`config.mk`:
```
export PLATFORM = sky130hd
export DESIGN_NAME = xlat_walker
export DESIGN_NICKNAME = d
export VERILOG_FILES = /design/src/rtl/xw_pkg.sv /design/src/rtl/xw_root_chk.sv /design/src/rtl/xw_entry_dec.sv /design/src/rtl/xlat_walker.sv
export SDC_FILE = /design/constraint.sdc
export NUM_CORES = 1
export LEC_CHECK = 0
export BUFFER_PORTS_ARGS = -buffer_cell sky130_fd_sc_hd__buf_2
export CORE_AREA = 2 2 207 209
export CTS_CLUSTER_DIAMETER = 80
export DETAILED_ROUTE_END_ITERATION = 12
export DIE_AREA = 0 0 209 211
export SYNTH_ARGS = -nofsm -noshare
export SYNTH_HDL_FRONTEND = slang
export SYNTH_SLANG_ARGS = --single-unit
```
`constraint.sdc`:
```
create_clock -name clk -period 4.62 [get_ports clk]
set_input_delay 0.462 -clock clk [delete_from_list [all_inputs] [get_ports clk]]
set_output_delay 0.462 -clock clk [all_outputs]
set_load 0.03 [all_outputs]
```
`src/rtl/xw_pkg.sv`:
```
package xw_pkg;
    localparam int AW      = 64;
    localparam int PG_SH   = 12;
    localparam int IDX_W   = 11;
    localparam int CE_REAL = 5;
    localparam int E_INV   = 5;
    localparam int E_RO    = 9;
    localparam int E_FC    = 10;
    localparam int P_INV   = 10;
    localparam int P_RES_A = 8;
    localparam int P_RES_B = 11;

    localparam logic [1:0] ACC_RD    = 2'd0;
    localparam logic [1:0] ACC_STORE = 2'd1;
    localparam logic [1:0] ACC_FETCH = 2'd2;
    localparam logic [1:0] MD_SEC    = 2'd2;
    localparam logic [1:0] MD_HOME   = 2'd3;

    typedef enum logic [3:0] {
        F_NONE = 4'd0, F_ASCE = 4'd1, F_RF = 4'd2, F_RS = 4'd3, F_RT = 4'd4,
        F_SEG = 4'd5, F_PAGE = 4'd6, F_SPEC = 4'd7, F_PROT = 4'd8
    } fault_e;

    typedef enum logic [2:0] {
        LV_SEG = 3'd0, LV_R3 = 3'd1, LV_R2 = 3'd2, LV_R1 = 3'd3, LV_PTE = 3'd4
    } lvl_e;

    typedef enum logic [1:0] {S_IDLE, S_CHK, S_READ} st_e;

    typedef struct packed {
        st_e           st;
        lvl_e          lvl;
        logic [AW-1:0] org;
        logic [AW-1:0] va;
        logic [1:0]    acc;
        logic [1:0]    mode;
        logic          edat;
        logic          wr;
        logic [AW-1:0] ce;
        logic          done;
        logic [AW-1:0] ra;
        logic          pr;
        logic          pw;
        logic          px;
        logic          flt;
        fault_e        ft;
        logic [AW-1:0] tec;
    } ws_t;

    function automatic fault_e trans_fault(input lvl_e l);
        case (l)
            LV_R1:   return F_RF;
            LV_R2:   return F_RS;
            LV_R3:   return F_RT;
            LV_SEG:  return F_SEG;
            default: return F_PAGE;
        endcase
    endfunction

    function automatic logic [1:0] top2(input lvl_e l, input logic [AW-1:0] v);
        case (l)
            LV_R1:   return v[63:62];
            LV_R2:   return v[52:51];
            LV_R3:   return v[41:40];
            default: return v[30:29];
        endcase
    endfunction

    function automatic logic [IDX_W-1:0] tidx(input lvl_e l, input logic [AW-1:0] v);
        case (l)
            LV_R1:   return v[63:53];
            LV_R2:   return v[52:42];
            LV_R3:   return v[41:31];
            LV_SEG:  return v[30:20];
            default: return {3'b000, v[19:12]};
        endcase
    endfunction
endpackage

```
`src/rtl/xw_root_chk.sv`:
```
module xw_root_chk
    import xw_pkg::*;
(
    input  logic [63:29] va_hi,
    input  logic [3:0]   ce_lo,
    output logic         bad,
    output fault_e       ftype,
    output lvl_e         lvl
);
    logic [AW-1:0] va_full;

    always_comb begin
        va_full = {va_hi, 29'b0};
        lvl     = lvl_e'({1'b0, ce_lo[3:2]});
        bad     = 1'b0;
        ftype   = F_NONE;
        case (lvl)
            LV_R2:   bad = |va_hi[63:53];
            LV_R3:   bad = |va_hi[63:42];
            LV_SEG:  bad = |va_hi[63:31];
            default: bad = 1'b0;
        endcase
        if (bad) begin
            ftype = F_ASCE;
        end else if (top2(lvl, va_full) > ce_lo[1:0]) begin
            bad   = 1'b1;
            ftype = trans_fault(lvl);
        end
    end
endmodule

```
`src/rtl/xw_entry_dec.sv`:
```
module xw_entry_dec
    import xw_pkg::*;
(
    input  lvl_e          lvl,
    input  logic [AW-1:0] ent,
    input  logic [AW-1:0] va,
    input  logic          edat,
    output logic          bad,
    output fault_e        ftype,
    output logic          last,
    output logic          ro,
    output logic [AW-1:0] next_org,
    output lvl_e          next_lvl,
    output logic [AW-1:0] frame
);
    logic [1:0] nt;
    logic       unused_dec;

    assign unused_dec = ^{ent[4], va};

    always_comb begin
        bad      = 1'b0;
        ftype    = F_NONE;
        last     = 1'b0;
        ro       = 1'b0;
        next_org = '0;
        next_lvl = LV_PTE;
        frame    = '0;
        nt       = 2'b00;
        case (lvl)
            LV_R1:   next_lvl = LV_R2;
            LV_R2:   next_lvl = LV_R3;
            LV_R3:   next_lvl = LV_SEG;
            default: next_lvl = LV_PTE;
        endcase
        if (lvl == LV_PTE) begin
            if (ent[P_INV]) begin
                bad = 1'b1; ftype = F_PAGE;
            end else if (ent[P_RES_A] || ent[P_RES_B]) begin
                bad = 1'b1; ftype = F_SPEC;
            end else begin
                last  = 1'b1;
                ro    = ent[E_RO];
                frame = {ent[63:PG_SH], {PG_SH{1'b0}}};
            end
        end else if (ent[E_INV]) begin
            bad = 1'b1; ftype = trans_fault(lvl);
        end else if (ent[3:2] != lvl[1:0]) begin
            bad = 1'b1; ftype = F_SPEC;
        end else if (lvl == LV_SEG) begin
            ro = ent[E_RO];
            if (ent[E_FC] && edat) begin
                last  = 1'b1;
                frame = {ent[63:20], va[19:12], {PG_SH{1'b0}}};
            end else begin
                next_org = {ent[63:11], 11'b0};
            end
        end else begin
            nt = top2(next_lvl, va);
            if (nt < ent[7:6] || nt > ent[1:0]) begin
                bad = 1'b1; ftype = trans_fault(next_lvl);
            end else begin
                ro       = edat & ent[E_RO];
                next_org = {ent[63:PG_SH], {PG_SH{1'b0}}};
            end
        end
    end
endmodule

```
`src/rtl/xlat_walker.sv`:
```
module xlat_walker
    import xw_pkg::*;
(
    input  logic        clk,
    input  logic        rst_n,
    input  logic        start,
    input  logic [63:0] va,
    input  logic [1:0]  acc,
    input  logic [1:0]  mode,
    input  logic        edat,
    input  logic [63:0] ce_pri,
    input  logic [63:0] ce_sec,
    input  logic [63:0] ce_home,
    output logic        mem_req,
    output logic [63:0] mem_addr,
    input  logic        mem_ack,
    input  logic [63:0] mem_rdata,
    output logic        done,
    output logic [63:0] real_addr,
    output logic        perm_r,
    output logic        perm_w,
    output logic        perm_x,
    output logic        fault,
    output logic [3:0]  fault_type,
    output logic [63:0] tec
);
    ws_t q, d;

    logic          r_bad;
    fault_e        r_ft;
    lvl_e          r_lvl;
    logic          e_bad, e_last, e_ro;
    fault_e        e_ft;
    logic [AW-1:0] e_org, e_frame;
    lvl_e          e_nlvl;

    logic          fin, fin_bad, fin_wr, prot;
    fault_e        fin_ft;
    logic [AW-1:0] fin_ra;
    logic [1:0]    meff;
    logic          unused_top;

    assign unused_top = ^{va[11:0], q.ce[11:6], q.ce[4]};

    xw_root_chk u_root (
        .va_hi (q.va[63:29]),
        .ce_lo (q.ce[3:0]),
        .bad   (r_bad),
        .ftype (r_ft),
        .lvl   (r_lvl)
    );

    xw_entry_dec u_dec (
        .lvl      (q.lvl),
        .ent      (mem_rdata),
        .va       (q.va),
        .edat     (q.edat),
        .bad      (e_bad),
        .ftype    (e_ft),
        .last     (e_last),
        .ro       (e_ro),
        .next_org (e_org),
        .next_lvl (e_nlvl),
        .frame    (e_frame)
    );

    always_comb begin
        d       = q;
        d.done  = 1'b0;
        fin     = 1'b0;
        fin_bad = 1'b0;
        fin_ft  = F_NONE;
        fin_ra  = '0;
        fin_wr  = q.wr;
        prot    = 1'b0;
        meff    = (q.mode == MD_SEC && q.acc == ACC_FETCH) ? 2'd0 : q.mode;

        case (q.st)
            S_IDLE: if (start) begin
                d.st   = S_CHK;
                d.va   = {va[63:PG_SH], {PG_SH{1'b0}}};
                d.acc  = acc;
                d.mode = mode;
                d.edat = edat;
                d.wr   = 1'b1;
                if (mode == MD_HOME)
                    d.ce = ce_home;
                else if (mode == MD_SEC && acc != ACC_FETCH)
                    d.ce = ce_sec;
                else
                    d.ce = ce_pri;
            end
            S_CHK: begin
                if (q.ce[CE_REAL]) begin
                    fin    = 1'b1;
                    fin_ra = q.va;
                end else if (r_bad) begin
                    fin     = 1'b1;
                    fin_bad = 1'b1;
                    fin_ft  = r_ft;
                end else begin
                    d.lvl = r_lvl;
                    d.org = {q.ce[63:PG_SH], {PG_SH{1'b0}}};
                    d.st  = S_READ;
                end
            end
            S_READ: if (mem_ack) begin
                if (e_bad) begin
                    fin     = 1'b1;
                    fin_bad = 1'b1;
                    fin_ft  = e_ft;
                end else begin
                    if (e_ro) d.wr = 1'b0;
                    if (e_last) begin
                        fin    = 1'b1;
                        fin_ra = e_frame;
                        fin_wr = q.wr & ~e_ro;
                    end else begin
                        d.lvl = e_nlvl;
                        d.org = e_org;
                    end
                end
            end
            default: d.st = S_IDLE;
        endcase

        if (fin) begin
            d.st   = S_IDLE;
            d.done = 1'b1;
            prot   = !fin_bad && q.acc == ACC_STORE && !fin_wr;
            if (fin_bad || prot) begin
                d.flt = 1'b1;
                d.ft  = prot ? F_PROT : fin_ft;
                d.ra  = '0;
                d.pr  = 1'b0;
                d.pw  = 1'b0;
                d.px  = 1'b0;
                d.tec = {q.va[63:PG_SH], {PG_SH{1'b0}}}
                      | (q.acc == ACC_STORE ? 64'h400 : 64'h800)
                      | (prot ? 64'h4 : 64'h0)
                      | {62'b0, meff};
            end else begin
                d.flt = 1'b0;
                d.ft  = F_NONE;
                d.ra  = fin_ra;
                d.pr  = 1'b1;
                d.pw  = fin_wr;
                d.px  = 1'b1;
                d.tec = '0;
                if (q.mode == MD_SEC) begin
                    if (q.acc == ACC_FETCH) begin
                        d.pr = 1'b0;
                        d.pw = 1'b0;
                    end else begin
                        d.px = 1'b0;
                    end
                end
            end
        end
    end

    always_ff @(posedge clk) begin
        if (!rst_n) q <= '0;
        else        q <= d;
    end

    assign mem_req    = (q.st == S_READ);
    assign mem_addr   = q.org + {50'b0, tidx(q.lvl, q.va), 3'b000};
    assign done       = q.done;
    assign real_addr  = q.ra;
    assign perm_r     = q.pr;
    assign perm_w     = q.pw;
    assign perm_x     = q.px;
    assign fault      = q.flt;
    assign fault_type = q.ft;
    assign tec        = q.tec;
endmodule

```
==> qor.yml <==
grt_max_degree: 112
ys.flop_type: "dfxtp_1"
yosys.area.top_type_share_pct: 39.1
wl_mm: 54.4
start_util_pct: 35.5
synthToLayoutAreaGrowth_pct: 20.5
hold_ws_ns: 0.167
ys_seq_area_share_pct: 39.1
worst_pin_slew_ns: 1.19
nFillCells: 4189
first_iter_violations: 1043
synth_area_leaders: "dfxtp_1 (39%), mux2i_1 (7.8%), buf_4 (7.0%), nand2_1 (5.4%), a21oi_1 (4.0%)"
p_leak_uw: 0.00776
core_sq_mm: 0.0418
fp.dieW_um: 209
p_comb_share_pct: 30.5
cp-start-kind: "register"
grt_use_met3_pct: 4.50
fin_nets: 2363
drc: 0
timing.slew.headroom_pct: 20.8
dr.pass1.iters: 6
cts_tree: "done"
swShare_pct: 37.7
ios: 531
path_class: "register to primary output"
use_met2_pct: 41.1
cp_cell_sequence: "mux4_2, nor2b_1, ha_1, inv_1, fa_1, nor2b_4, o2111ai_1, nor3_1, buf_4, nand2_1, nor2_1, buf_4, nand3_1, xnor2_1, buf_2"
grtUsageTotal_pct: 23.9
switching_power_uw: 3180
clkTransAtPathRegs_ns: 0.06
slowest_stage: "dfxtp_1"
synth.largest_area_cell: "dfxtp_1"
post-place-ws_ns: 0.627
worst-r2r-cell-count: 8
ys_ff_latch: 290
setup-violations-final: 0
grt_pass1_wl_mm: 80.8
yosysUniqueCellTypes: 67
hold_end: "q[261]"
place_area_sq_mm: 0.0167
top_usage_layer: "met2"
setup_slack_ns: 0.273
cellPowerDensity_mw_per_mm2: 472
rsz0062_at_grt: "no"
min_path_cells: 3
cp_max_fo: 9
finClkSkew_ns: 0.0128
htree_num_levels: 2
cp.required_ns: 4.16
die_y_um: 211
viasPerCell: 5.32
arrival_ns: 3.88
design_area_sq_mm: 0.0179
grt_overflow: 0
yosysMostFrequentCell: "dfxtp_1"
min_path_type: "input pin to register"
clockPowerShare_pct: 32.7
clkLatencyLatePin_ns: 0.53
p_seq_share_pct: 36.8
final_cells: 2590
numCtsBuffers: 34
die-area_sq_mm: 0.0441
dp_cells: 2524
critPathMostFrequentCell: "buf_4"
grt_pass1_vias: 13302
intPower_uw: 5260
slowest_delay_ns: 0.46
r2r-end: "q[329]"
dp_hpwl_mm: 39.7
cts_max_path_buffers: 3
end_kind: "primary output"
cap_violations: 0
avgSynthCellArea_sq_um: 8.60
fin_tns_setup_ns: 0
postCtsSetupRepairBufs: 0
cts_root_buf: "clkbuf_16"
worstHoldStart: "va[54]"
antenna_found_initial: 5
drv_slew: 0
syn-instance-count: 1726
drive_gt1_share_pct: 29.4
clock-sinks: 290
dr_total_vias: 13785
row_count: 75
grt_use_met1_pct: 30.2
synth_common_cells: "dfxtp_1 (290), nand2_1 (215), buf_4 (139)"
routabilityCongestion: 0.865
drtAntennaViolNets: 0
fmax_mhz: 230
finalHoldViolCount: 0
period_minus_slack_ns: 4.35
async_reset_ff_share_pct: 0
syn_area_sq_mm: 0.0148
synth_edf_count: 0
r2r-start: "q[139]"
fin_crit_sh_pct: 94.1
wire_per_inst_um: 21.0
portBuffers: 474
yosys_warnings: 0
outcome: "finished, final reports clean"
peakVddDrop_v: 0.000367
reg2reg_slack_ns: 0.88
[metal layers]
metal / vias to the layer above / share of wire, %
li1: 6589 / -
met1: 6610 / 43
met2: 516 / 49
met3: 70 / 6.4
met4: 0 / 2.0
met5: - / 0
[cells by family after synthesis]
family,Yosys count,share of synthesized area [%]
XOR/XNOR,52,3.07
AND/OR/NAND/NOR,506,15.0
buffers and inverters,284,11.2
multiplexers,136,10.3
flip-flops,290,39.1
AO/OA/AOI/OAI,444,20.2
adder cells (fa/ha/maj),13,1.15
other,1,0.0253
[area by class of cell]
cell class                 instances  area, sq um  share of cell area [%]
antenna                            5         12.5                  0.0699
clock buffer                      51         1030                    5.74
clock inverter                    10          116                   0.651
inverter                          21         81.3                   0.455
multi-input combinational       1173         7540                    42.2
sequential                       290         5810                    32.5
tap                              539          674                    3.77
timing repair buffer             501         2630                    14.7
[layout by cell type (no fill, tap or decap), drive strengths merged, types with 12 or more instances in the layout]
master | Yosys | routed
nand2 | 215 | 215
dfxtp | 290 | 290
mux4 | 12 | 12
o31ai | 56 | 56
a21oi | 120 | 120
o21ai | 68 | 68
a22o | 55 | 55
nand3 | 78 | 78
xnor2 | 44 | 44
buf | 179 | 501
a211oi | 60 | 60
nor2 | 137 | 137
ha | 12 | 12
mux2i | 115 | 115
clkbuf | 84 | 51
inv | 21 | 23
conb | 1 | 22
a22oi | 52 | 52
[metrics by stage]
step | util [%] | total power (uW)
4_1_cts | 42.7 | 8510
2_1_floorplan | - | 4860
6_report | 42.8 | 8440
3_5_place_dp | 40.0 | 5740
5_1_grt | 42.8 | 8860
3_3_place_gp | 40.0 | 5700
[power by group through the flow]
stage | clock, uW | combinational [uW] | sequential (uW)
after floorplan | 0 | 1840 | 3010
after global placement | 0 | 2550 | 3140
after detailed placement | 0 | 2580 | 3160
after CTS | 2810 | 2590 | 3100
after global routing | 2910 | 2810 | 3140
final | 2760 | 2580 | 3100
[critical path, delay by kind of cell (launching register included)]
kind	cells	cell delay [ns]
simple gates	6	0.88
buf+inv	4	0.71
fa+ha+maj	2	0.64
flops	1	0.46
mux	1	0.30
compound gates	1	0.19
xor+xnor	1	0.17
[repair_timing]
action                                 4_1_cts  5_1_grt
endpoints found under the hold margin        0        0
setup endpoints to repair                    0       19
gates resized for setup                      0        6
hold buffers                                 0        0
[worst max path at each step]
stage / start / endpoint / slack, ns / depth (start not counted)
detailed placement: q[335] / mem_addr[56] / 0.63 / 12
global placement: q[335] / mem_addr[54] / 0.63 / 12
finish: q[246] / mem_addr[51] / 0.27 / 15
global route: q[246] / mem_addr[51] / 0.03 / 15
floorplan: q[335] / mem_addr[59] / 0.06 / 14
CTS: q[336] / mem_addr[51] / 0.02 / 14
[state kept, by name, indices dropped and copies added (netlist names)]
signal,cells
done,1
fault,1
fault_type,3
perm_r,1
perm_w,1
perm_x,1
q,173
real_addr,52
tec,57
Power figures use the tool's default switching activity.
